[src/rtl/bdf_pkg.sv]
package bdf_pkg;
  localparam int ADDR_W      = 48;
  localparam int NUM_DIES    = 2;
  localparam int ENG_PER_DIE = 4;
  localparam int NUM_TGT     = NUM_DIES * ENG_PER_DIE;
  localparam int WIN_LSB     = 24;   // engine window granularity
  localparam int QOFF_W      = 19;   // queue sub-window size 0x80000
  localparam int QSUB_IDX    = 1;    // sub-window sits at +0x80000

  typedef enum logic [1:0] {ST_IDLE, ST_BUSY, ST_RESP} bdf_state_e;

  // die-0 engine window bases
  function automatic logic [ADDR_W-1:0] eng_base(input int e);
    case (e)
      0:       eng_base = 48'h0010_0200_0000;
      1:       eng_base = 48'h0010_0300_0000;
      2:       eng_base = 48'h0050_0400_0000;
      default: eng_base = 48'h0050_0500_0000;
    endcase
  endfunction
endpackage

[src/rtl/bdf_addr_decode.sv]
module bdf_addr_decode
  import bdf_pkg::*;
#(
  parameter int AW   = ADDR_W,
  parameter int NENG = ENG_PER_DIE,
  parameter int OFFW = QOFF_W,
  parameter int WLSB = WIN_LSB
) (
  input  logic [AW-1:0]   addr,
  output logic            hit,
  output logic [OFFW-1:0] offset
);
  localparam int SUBW = WLSB - OFFW;

  logic [NENG-1:0] match;
  logic            in_sub;

  assign in_sub = (addr[WLSB-1:OFFW] == SUBW'(QSUB_IDX));

  for (genvar e = 0; e < NENG; e++) begin : g_win
    localparam logic [AW-1:0] BASE = eng_base(e);
    assign match[e] = (addr[AW-2:WLSB] == BASE[AW-2:WLSB]);
  end

  assign hit    = in_sub && (|match);
  assign offset = addr[OFFW-1:0];

  always_comb begin
    assert_windows_disjoint_R2: assert ($onehot0(match));
  end
endmodule

[src/rtl/bdf_ack_tracker.sv]
module bdf_ack_tracker #(
  parameter int NT = 8
) (
  input  logic          clk,
  input  logic          rst_n,
  input  logic          load,
  input  logic [NT-1:0] load_map,
  input  logic [NT-1:0] ack,
  output logic [NT-1:0] pending,
  output logic          all_done
);
  logic [NT-1:0] pending_d;

  always_comb begin
    pending_d = pending;
    if (load) pending_d = load_map;
    else      pending_d = pending & ~ack;
  end

  always_ff @(posedge clk or negedge rst_n) begin
    if (!rst_n) pending <= '0;
    else        pending <= pending_d;
  end

  assign all_done = ((pending & ~ack) == '0);

  for (genvar i = 0; i < NT; i++) begin : g_chk
    assert_hold_until_ack_R5: assert property (@(posedge clk) disable iff (!rst_n)
      (pending[i] && !ack[i] && !load) |=> pending[i]);
    assert_clear_on_ack_R5: assert property (@(posedge clk) disable iff (!rst_n)
      (pending[i] && ack[i] && !load) |=> !pending[i]);
  end
endmodule

[src/rtl/bcast_doorbell_fanout.sv]
module bcast_doorbell_fanout
  import bdf_pkg::*;
#(
  parameter int DATA_W = 32,
  parameter int NT     = NUM_TGT,
  parameter int AW     = ADDR_W,
  parameter int OFFW   = QOFF_W
) (
  input  logic            clk,
  input  logic            rst_n,
  input  logic            cfg_wr,
  input  logic [NT-1:0]   cfg_map,
  input  logic            host_valid,
  input  logic [AW-1:0]   host_addr,
  input  logic [DATA_W-1:0] host_wdata,
  output logic            host_ready,
  output logic            host_err,
  output logic [NT-1:0]   tgt_valid,
  output logic [OFFW-1:0] tgt_offset,
  output logic [DATA_W-1:0] tgt_wdata,
  input  logic [NT-1:0]   tgt_ready
);
  bdf_state_e        state, state_d;
  logic [NT-1:0]     map_q;
  logic              err_q;
  logic [OFFW-1:0]   off_q;
  logic [DATA_W-1:0] data_q;
  logic              dec_hit;
  logic [OFFW-1:0]   dec_off;
  logic              accept, bad, launch, all_done;

  bdf_addr_decode #(.AW(AW), .NENG(ENG_PER_DIE), .OFFW(OFFW), .WLSB(WIN_LSB)) u_dec (
    .addr   (host_addr),
    .hit    (dec_hit),
    .offset (dec_off)
  );

  assign accept = (state == ST_IDLE) && host_valid;
  assign bad    = !dec_hit || (map_q == '0);
  assign launch = accept && !bad;

  bdf_ack_tracker #(.NT(NT)) u_trk (
    .clk      (clk),
    .rst_n    (rst_n),
    .load     (launch),
    .load_map (map_q),
    .ack      (tgt_ready),
    .pending  (tgt_valid),
    .all_done (all_done)
  );

  always_comb begin
    state_d = state;
    case (state)
      ST_IDLE: if (accept) state_d = bad ? ST_RESP : ST_BUSY;
      ST_BUSY: if (all_done) state_d = ST_RESP;
      default: state_d = ST_IDLE;
    endcase
  end

  always_ff @(posedge clk or negedge rst_n) begin
    if (!rst_n) state <= ST_IDLE;
    else        state <= state_d;
  end

  always_ff @(posedge clk or negedge rst_n) begin
    if (!rst_n)      map_q <= '0;
    else if (cfg_wr) map_q <= cfg_map;
  end

  always_ff @(posedge clk or negedge rst_n) begin
    if (!rst_n)      err_q <= 1'b0;
    else if (accept) err_q <= bad;
  end

  always_ff @(posedge clk or negedge rst_n) begin
    if (!rst_n) begin
      off_q  <= '0;
      data_q <= '0;
    end else if (launch) begin
      off_q  <= dec_off;
      data_q <= host_wdata;
    end
  end

  assign host_ready = (state == ST_RESP);
  assign host_err   = (state == ST_RESP) && err_q;
  assign tgt_offset = off_q;
  assign tgt_wdata  = data_q;

  assert_resp_pulse_R9: assert property (@(posedge clk) disable iff (!rst_n)
    host_ready |=> !host_ready);
  assert_empty_map_err_R7: assert property (@(posedge clk) disable iff (!rst_n)
    (accept && map_q == '0) |=> (host_ready && host_err));
  assert_no_target_on_err_R7: assert property (@(posedge clk) disable iff (!rst_n)
    (host_ready && host_err) |-> (tgt_valid == '0));
  assert_payload_stable_R3: assert property (@(posedge clk) disable iff (!rst_n)
    ((state == ST_BUSY) && $past(state == ST_BUSY)) |-> ($stable(tgt_wdata) && $stable(tgt_offset)));
  assert_ok_after_all_acks_R6: assert property (@(posedge clk) disable iff (!rst_n)
    (state == ST_BUSY && (tgt_valid & ~tgt_ready) != '0) |=> !host_ready);
endmodule

[config.mk]
export PLATFORM = sky130hd
export DESIGN_NAME = bcast_doorbell_fanout
export DESIGN_NICKNAME = d
export VERILOG_FILES = /design/src/rtl/bdf_pkg.sv /design/src/rtl/bdf_addr_decode.sv /design/src/rtl/bdf_ack_tracker.sv /design/src/rtl/bcast_doorbell_fanout.sv
export SDC_FILE = /design/constraint.sdc
export NUM_CORES = 1
export LEC_CHECK = 0
export CORE_ASPECT_RATIO = 2
export CORE_MARGIN = 3
export CORE_UTILIZATION = 40
export CTS_CLUSTER_SIZE = 12
export DETAILED_ROUTE_END_ITERATION = 10
export HOLD_SLACK_MARGIN = 0.02
export PLACE_DENSITY = 0.8
export SLEW_MARGIN = 30
export SYNTH_ARGS = -nofsm -noshare
export SYNTH_HDL_FRONTEND = slang
export SYNTH_HIERARCHICAL = 1
export SYNTH_SLANG_ARGS = --single-unit
export TNS_END_PERCENT = 20
[constraint.sdc]
create_clock -name clk -period 1.9 [get_ports clk]
set_input_delay 0.285 -clock clk [delete_from_list [all_inputs] [get_ports clk]]
set_output_delay 0.285 -clock clk [all_outputs]
set_load 0.02 [all_outputs]
# --- Yosys cells after proc, flatten, opt, wreduce, memory -nomap -nowiden ---
# Cells that the tools add are included.
op_classes:
  eq_ne: 9
  n_reduce_logical: 12
  n_mux: 5
  n_bitwise: 2
ops:
  columns: ["operator", "count"]
  rows:
  - ["$eq 23x13->1 const B", 2]
  - ["$eq 23x15->1 const B", 2]
  - ["$logic_not 8->1", 2]
  - ["$and 8x8->8", 1]
  - ["$mux 8", 1]
  - ["$not 8->8", 1]
  - ["$mux 2", 3]
  - ["$eq 5x1->1 const B", 1]
  - ["$logic_and 1x1->1", 4]
  - ["$ne 2x2->1 const B", 2]
  - ["$pmux 2 s2", 1]
  - ["$reduce_or 4->1", 1]
  - ["$eq 2x1->1 const B", 1]
  - ["$eq 2x2->1 const B", 1]
  - ["$logic_not 1->1", 2]
  - ["$logic_not 2->1", 1]
  - ["$reduce_and 2->1", 1]
  - ["$logic_or 1x1->1", 1]
totals:
  output_inout_bits: 61
  reg_bits: 70
  input_bits: 100
  elab_cells: 34

# --- Logic depth before layout (Yosys ltp) ---
logic_depth:
  word_depth: 8
  depth_mapped: 9
  ltp_nobuf: 7

# --- By module ---
# Netlist, hierarchy kept.
modules_own_cells:
  columns: ["mod", "cells_each", "seq_area_each_um2", "area_per_inst_um2", "instances"]
  rows:
  - ["bcast_doorbell_fanout", 142, 1551.5, 2576.2, 1]
  - ["bdf_ack_tracker", 36, 200.2, 355.3, 1]
  - ["bdf_addr_decode", 31, 0.0, 242.7, 1]

# --- Worst setup path after synthesis ---
# OpenSTA, ideal clock, no wires.
synth_path:
  path_kind: "input to register"
  startpoint: "input port host_addr[20]"
  endpoint: "register off_q[10], in the netlist tgt_offset[10]"
  required_time_ps: 1775
  arrival_ps: 1847
  n_path_buf: 1
  setup_slack_ps: -72
  path_stages: 7
  path_cell_list: "nor4_2 > nand4_1 > nor3_1 > nand4bb_1 > a21oi_4 > buf_6 > mux2_4"
synth_between:
  elab_chain_cells: 6
synth_lines:
  columns: ["element", "line_no", "source"]
  rows:
  - ["start: declaration", "bcast_doorbell_fanout.sv:14", "input logic [AW-1:0] host_addr,"]
  - ["$eq 5x1->1", "bdf_addr_decode.sv:18", "assign in_sub = (addr[WLSB-1:OFFW] == SUBW'(QSUB_IDX));"]
  - ["$logic_and 1x1->1", "bdf_addr_decode.sv:25", "assign hit = in_sub && (|match);"]
  - ["named net dec_hit", "bcast_doorbell_fanout.sv:28", "logic dec_hit;"]
  - ["$logic_not 1->1", "bcast_doorbell_fanout.sv:39", "assign bad = !dec_hit || (map_q == '0);"]
  - ["$logic_or 1x1->1", "bcast_doorbell_fanout.sv:39", null]
  - ["$logic_not 1->1", "bcast_doorbell_fanout.sv:40", "assign launch = accept && !bad;"]
  - ["$logic_and 1x1->1", "bcast_doorbell_fanout.sv:40", null]
  - ["named net launch", "bcast_doorbell_fanout.sv:30", "logic accept, bad, launch, all_done;"]
  - ["end signal: assignment", "bcast_doorbell_fanout.sv:81", "off_q <= dec_off;"]
  - ["end: declaration", "bcast_doorbell_fanout.sv:26", "logic [OFFW-1:0] off_q;"]
# The timed path passes the listed nets, and every way through them passes these cells.
# A chain may end at the register's enable or synchronous reset.

# --- Worst setup path after layout ---
layout_path:
  startpoint: "input port host_addr[30]"
  endpoint: "register off_q[18], in the netlist tgt_offset[18]"
layout_between:
  elab_chain_cells: 7
layout_lines:
  columns: ["element", "line_no", "source"]
  rows:
  - ["$eq 23x13->1 / $eq 23x15->1 (equally long branches)", "bdf_addr_decode.sv:22", "assign match[e] = (addr[AW-2:WLSB] == BASE[AW-2:WLSB]);"]
  - ["$reduce_or 4->1 (*)", "bdf_addr_decode.sv:25", null]
  - ["$logic_and 1x1->1 (*)", "bdf_addr_decode.sv:25", null]
  - ["named net dec_hit", "bcast_doorbell_fanout.sv:28", null]
  - ["$logic_not 1->1 (*)", "bcast_doorbell_fanout.sv:39", null]
  - ["$logic_or 1x1->1 (*)", "bcast_doorbell_fanout.sv:39", null]
  - ["$logic_not 1->1 (*)", "bcast_doorbell_fanout.sv:40", null]
  - ["$logic_and 1x1->1 (*)", "bcast_doorbell_fanout.sv:40", null]
# Mark *: on every way through the listed nets, which the timed path passes. The rest lies on a longest branch.

==> impl_summary.log <==
[metrics] outcome: finished, final reports clean
[metrics] total detailed-routing wirelength: 8465 um
[metrics] library cell contributing the largest single delay on the critical path: sky130_fd_sc_hd__mux2_4
[metrics] Pins Over Slew Limit: 0
[metrics] Post-route DRC: 0
[metrics] Crit. End Element: flop
[metrics] Leakage: about 2.4 nW
[metrics] top-count cell post-synth: sky130_fd_sc_hd__dfrtp_1
[metrics] Clock Pin Slew Worst Setup and Hold Paths: 0.06 ns
[metrics] Startpoint Class: primary input
[metrics] I/O Pins: 161
[metrics] post-synth design cell area: 0.003174 sq mm
[metrics] worst rel slew slack: 75.39%
[metrics] total vias in the final route: 2,320
[metrics] unrepaired setup endpoints after global routing: true
[metrics] Main synth FF type: sky130_fd_sc_hd__dfrtp_1
[metrics] Syn Inst Count: 209
[metrics] number of max-capacitance violations reported: 0
[metrics] TritonCTS clock tree: yes
[metrics] met2 Usage GRT: 35.96%
[metrics] number of endpoints failing setup at the final stage: 0
[metrics] xor and xnor area share after synthesis: 0%
[metrics] minimum clock period after layout: 1.868 ns
[metrics] share of flip-flops with an asynchronous set or reset: between 90% and 100%
[metrics] Post-Synth Adder-Cell Area: 0%
[metrics] Clock Root Buffer: sky130_fd_sc_hd__clkbuf_16
[metrics] aggregate negative setup slack: 0 ns
[metrics] top cells by area in the synthesized netlist: sky130_fd_sc_hd__dfrtp_1 55%, sky130_fd_sc_hd__mux2_4 22%, sky130_fd_sc_hd__buf_4 4.5%, sky130_fd_sc_hd__mux2_2 4.3%, sky130_fd_sc_hd__buf_6 2.1%
[metrics] Data arrival, critical path: 2.07 ns
[metrics] antenna-violating nets left: 0
[metrics] highest fanout seen on the critical path: 8
[metrics] Routed WL per cell: around 18 um
[metrics] weighted congestion reported at the end of routability-driven placement: ~0.80
[metrics] number of nets produced by synthesis: about 310
[metrics] post-synthesis mux area share: 26.80%
[metrics] number of antenna violations at the first check in global routing: 0
[metrics] vias in the first global route: approximately 2,600
[metrics] main combinational cell family by area after synthesis: multiplexers
[metrics] IR drop worst, VDD: 0.5992 mV
[metrics] Final nets: 480
[metrics] clock latency on the worst-skew pair: 0.32 ns
[metrics] Sinks on Clock Net: 70
[metrics] via density per instance: 4.843
[metrics] top cell type by total area after synthesis: sky130_fd_sc_hd__dfrtp_1
[metrics] met3 track demand over resource: between 4 and 5%
[metrics] count of cell types in the netlist: 27
[metrics] worst-case register-to-register setup slack: 0.10 ns
[metrics] first-pass detailed-route iteration total: 5
[metrics] final core area utilization: 69.90%
[metrics] mean area per synthesized cell: approximately 15 sq um
[metrics] Post-Route Skew: about 0.0044 ns
[metrics] Simple-Gate Fraction of Synth Area: 8.002%
[metrics] area of the core: 0.007657 sq mm
[metrics] initial core utilization: 41.45%
[metrics] detailed placement HPWL: 5931 um
[metrics] iteration-0 DRC count of the detailed router: between 70 and 80
[metrics] data required time of the critical path: 2.11 ns
[metrics] Most common cell on crit path: sky130_fd_sc_hd__buf_12
[metrics] Tcrit/Tclk final: 98.30%
[metrics] total grt overflow: 0
[metrics] Post-DP Area: about 0.0048 sq mm
[metrics] I/O Buffers: roughly 160
[metrics] Die Outline Area: 0.009105 sq mm
[metrics] H-tree level count: 3
[metrics] share of the yosys chip area belonging to registers: a little under three fifths
[metrics] power per cell area: 649.4 mW/mm^2
[metrics] ant diodes: 0
[metrics] transition time at the pin with the least slew margin: approximately 0.37 ns
[metrics] leading cell types by count after synthesis: 70 x sky130_fd_sc_hd__dfrtp_1, 47 x sky130_fd_sc_hd__mux2_4, 19 x sky130_fd_sc_hd__buf_4
[metrics] delay of the slowest cell on the worst path: approximately 0.29 ns
[metrics] FMAX: 535.4 MHz
[metrics] post-route cell area: approximately 0.0054 sq mm
[metrics] fraction of final layout cells sized beyond drive strength 1: 34.29%
[metrics] Setup Crit Path Kind: in -> reg
[metrics] Hold Fails Final Rpt: 0
[metrics] register bit total from synthesis: 70
[metrics] maximum root-to-sink buffer count: 2
[metrics] TritonCTS buffer count: 9
[metrics] compound-gate portion of the synthesized area: 2.917%
[metrics] area share of the leading cell type in the synthesized netlist: 55.18%
[metrics] number of enable-type register cells in the synthesized netlist: 0
[metrics] wire length of the first global-routing pass: 12,990 um
[metrics] cells traversed along the worst timing path: clkdlybuf4s15_1 > nor4_2 > nand2_1 > nor3_2 > nand4bb_1 > a21oi_4 > buf_12 > buf_16 > buf_12 > mux2_4
[metrics] height of the die: 132.0 um
[metrics] synthesis warning total: 6
[metrics] largest net degree at the start of global routing: 71
[metrics] number of placement rows: 45
[metrics] type of the tightest min-delay check: reg -> reg
[metrics] Global Route Usage Sum: 19.58%
[metrics] Area Overhead vs Synth: 68.62%
[metrics] global-route met1 utilization: between 10% and 20%
[metrics] Die X-Extent: 68.99 um
[metrics] gr busiest metal: met2
-- metal layers --
| layer | vias to the layer above | part of all wire, % | routed length, um |
|---|---|---|---|
| li1 | 1057 | - | - |
| met1 | 1135 | 33 | 2835 |
| met2 | 112 | 58 | 4873 |
| met3 | 16 | 6.3 | 533 |
| met4 | 0 | 2.6 | 222 |
| met5 | - | 0 | 0 |
-- registers in the layout (all words and copies together), names as in the netlist --
| signal | cells |
|---|---|
| tgt_wdata | 32 |
| tgt_offset | 19 |
| map_q | 8 |
| u_trk/pending | 8 |
| state | 2 |
| err_q | 1 |
-- critical path, delay by kind of cell --
kind	cells	cell delay [ns]
buffers and inverters	4	0.57
muxes	1	0.29
AOI/OAI and AO/OA	1	0.19
and+or+nand+nor	4	0.73
-- through the flow --
| step | worst slack (ns) | total power, mW | hold slack [ns] | std cells |
|---|---|---|---|---|
| finish | 0.03228 | 3.476 | 0.5046 | 479 |
| detailed placement | -0.6345 | 1.861 | 0.3404 | 443 |
| global route | -0.08397 | 3.604 | 0.5197 | 479 |
| floorplan | -0.02314 | 1.628 | -0.01059 | 209 |
| global placement | -0.5781 | 1.857 | 0.3333 | 443 |
| CTS | 0.002774 | 3.515 | 0.4775 | 473 |
-- placed cells by master, fill, tap and decap left out, types with 6 or more instances in the layout --
master / Yosys / final
sky130_fd_sc_hd__nand2_1: 10 / 10
sky130_fd_sc_hd__o21ai_0: 6 / 6
sky130_fd_sc_hd__clkbuf_16: 0 / 9
sky130_fd_sc_hd__mux2_2: 12 / 8
sky130_fd_sc_hd__buf_6: 6 / 8
sky130_fd_sc_hd__buf_4: 19 / 13
sky130_fd_sc_hd__clkdlybuf4s50_1: 0 / 129
sky130_fd_sc_hd__mux2_4: 47 / 51
sky130_fd_sc_hd__buf_2: 0 / 9
sky130_fd_sc_hd__nand2b_1: 8 / 8
sky130_fd_sc_hd__buf_12: 0 / 8
sky130_fd_sc_hd__clkdlybuf4s15_1: 0 / 9
sky130_fd_sc_hd__dfrtp_1: 70 / 70
-- cell type report --
cell class,instances,area (sq um)
clock buffer,10,239.0
clock inverter,6,61.31
fill,569,2305
inverter,3,11.26
multi-input combinational,110,1260
sequential,70,1752
tap,94,117.6
timing repair buffer,186,1912
-- logic make-up (layout without fill, tap and decap cells) --
kind of cell / Yosys count / count (layout)
muxes: 60 / 60
DFF: 70 / 70
buffers and inverters: 29 / 205
AOI/OAI and AO/OA: 13 / 13
and+or+nand+nor: 37 / 37
-- report_power, final --
part	total, mW	switching (mW)	internal [mW]
registers	1.53	0.0214	1.51
logic	0.291	0.0906	0.201
clock network	1.65	0.608	1.05
-- timing repair --
action,in CTS,in global routing
gates cloned,3,0
hold buffers,1,0
endpoints found under the hold margin,70,0
gates resized for setup,82,28
endpoints found under the setup margin,60,59
setup buffers,11,8
pin swaps,11,9
-- final timing paths --
kind	from	end	cells after the start
setup / recovery	host_addr[30]	tgt_offset[18]	10
hold / removal	tgt_wdata[17]	tgt_wdata[17]	1
setup reg to reg	map_q[1]	tgt_offset[18]	7
hold reg to reg	tgt_wdata[17]	tgt_wdata[17]	1
max in group asynchronous	rst_n	state[0]	3
min in group asynchronous	rst_n	u_trk/pending[4]	3
(Power assumes the default switching activity.)
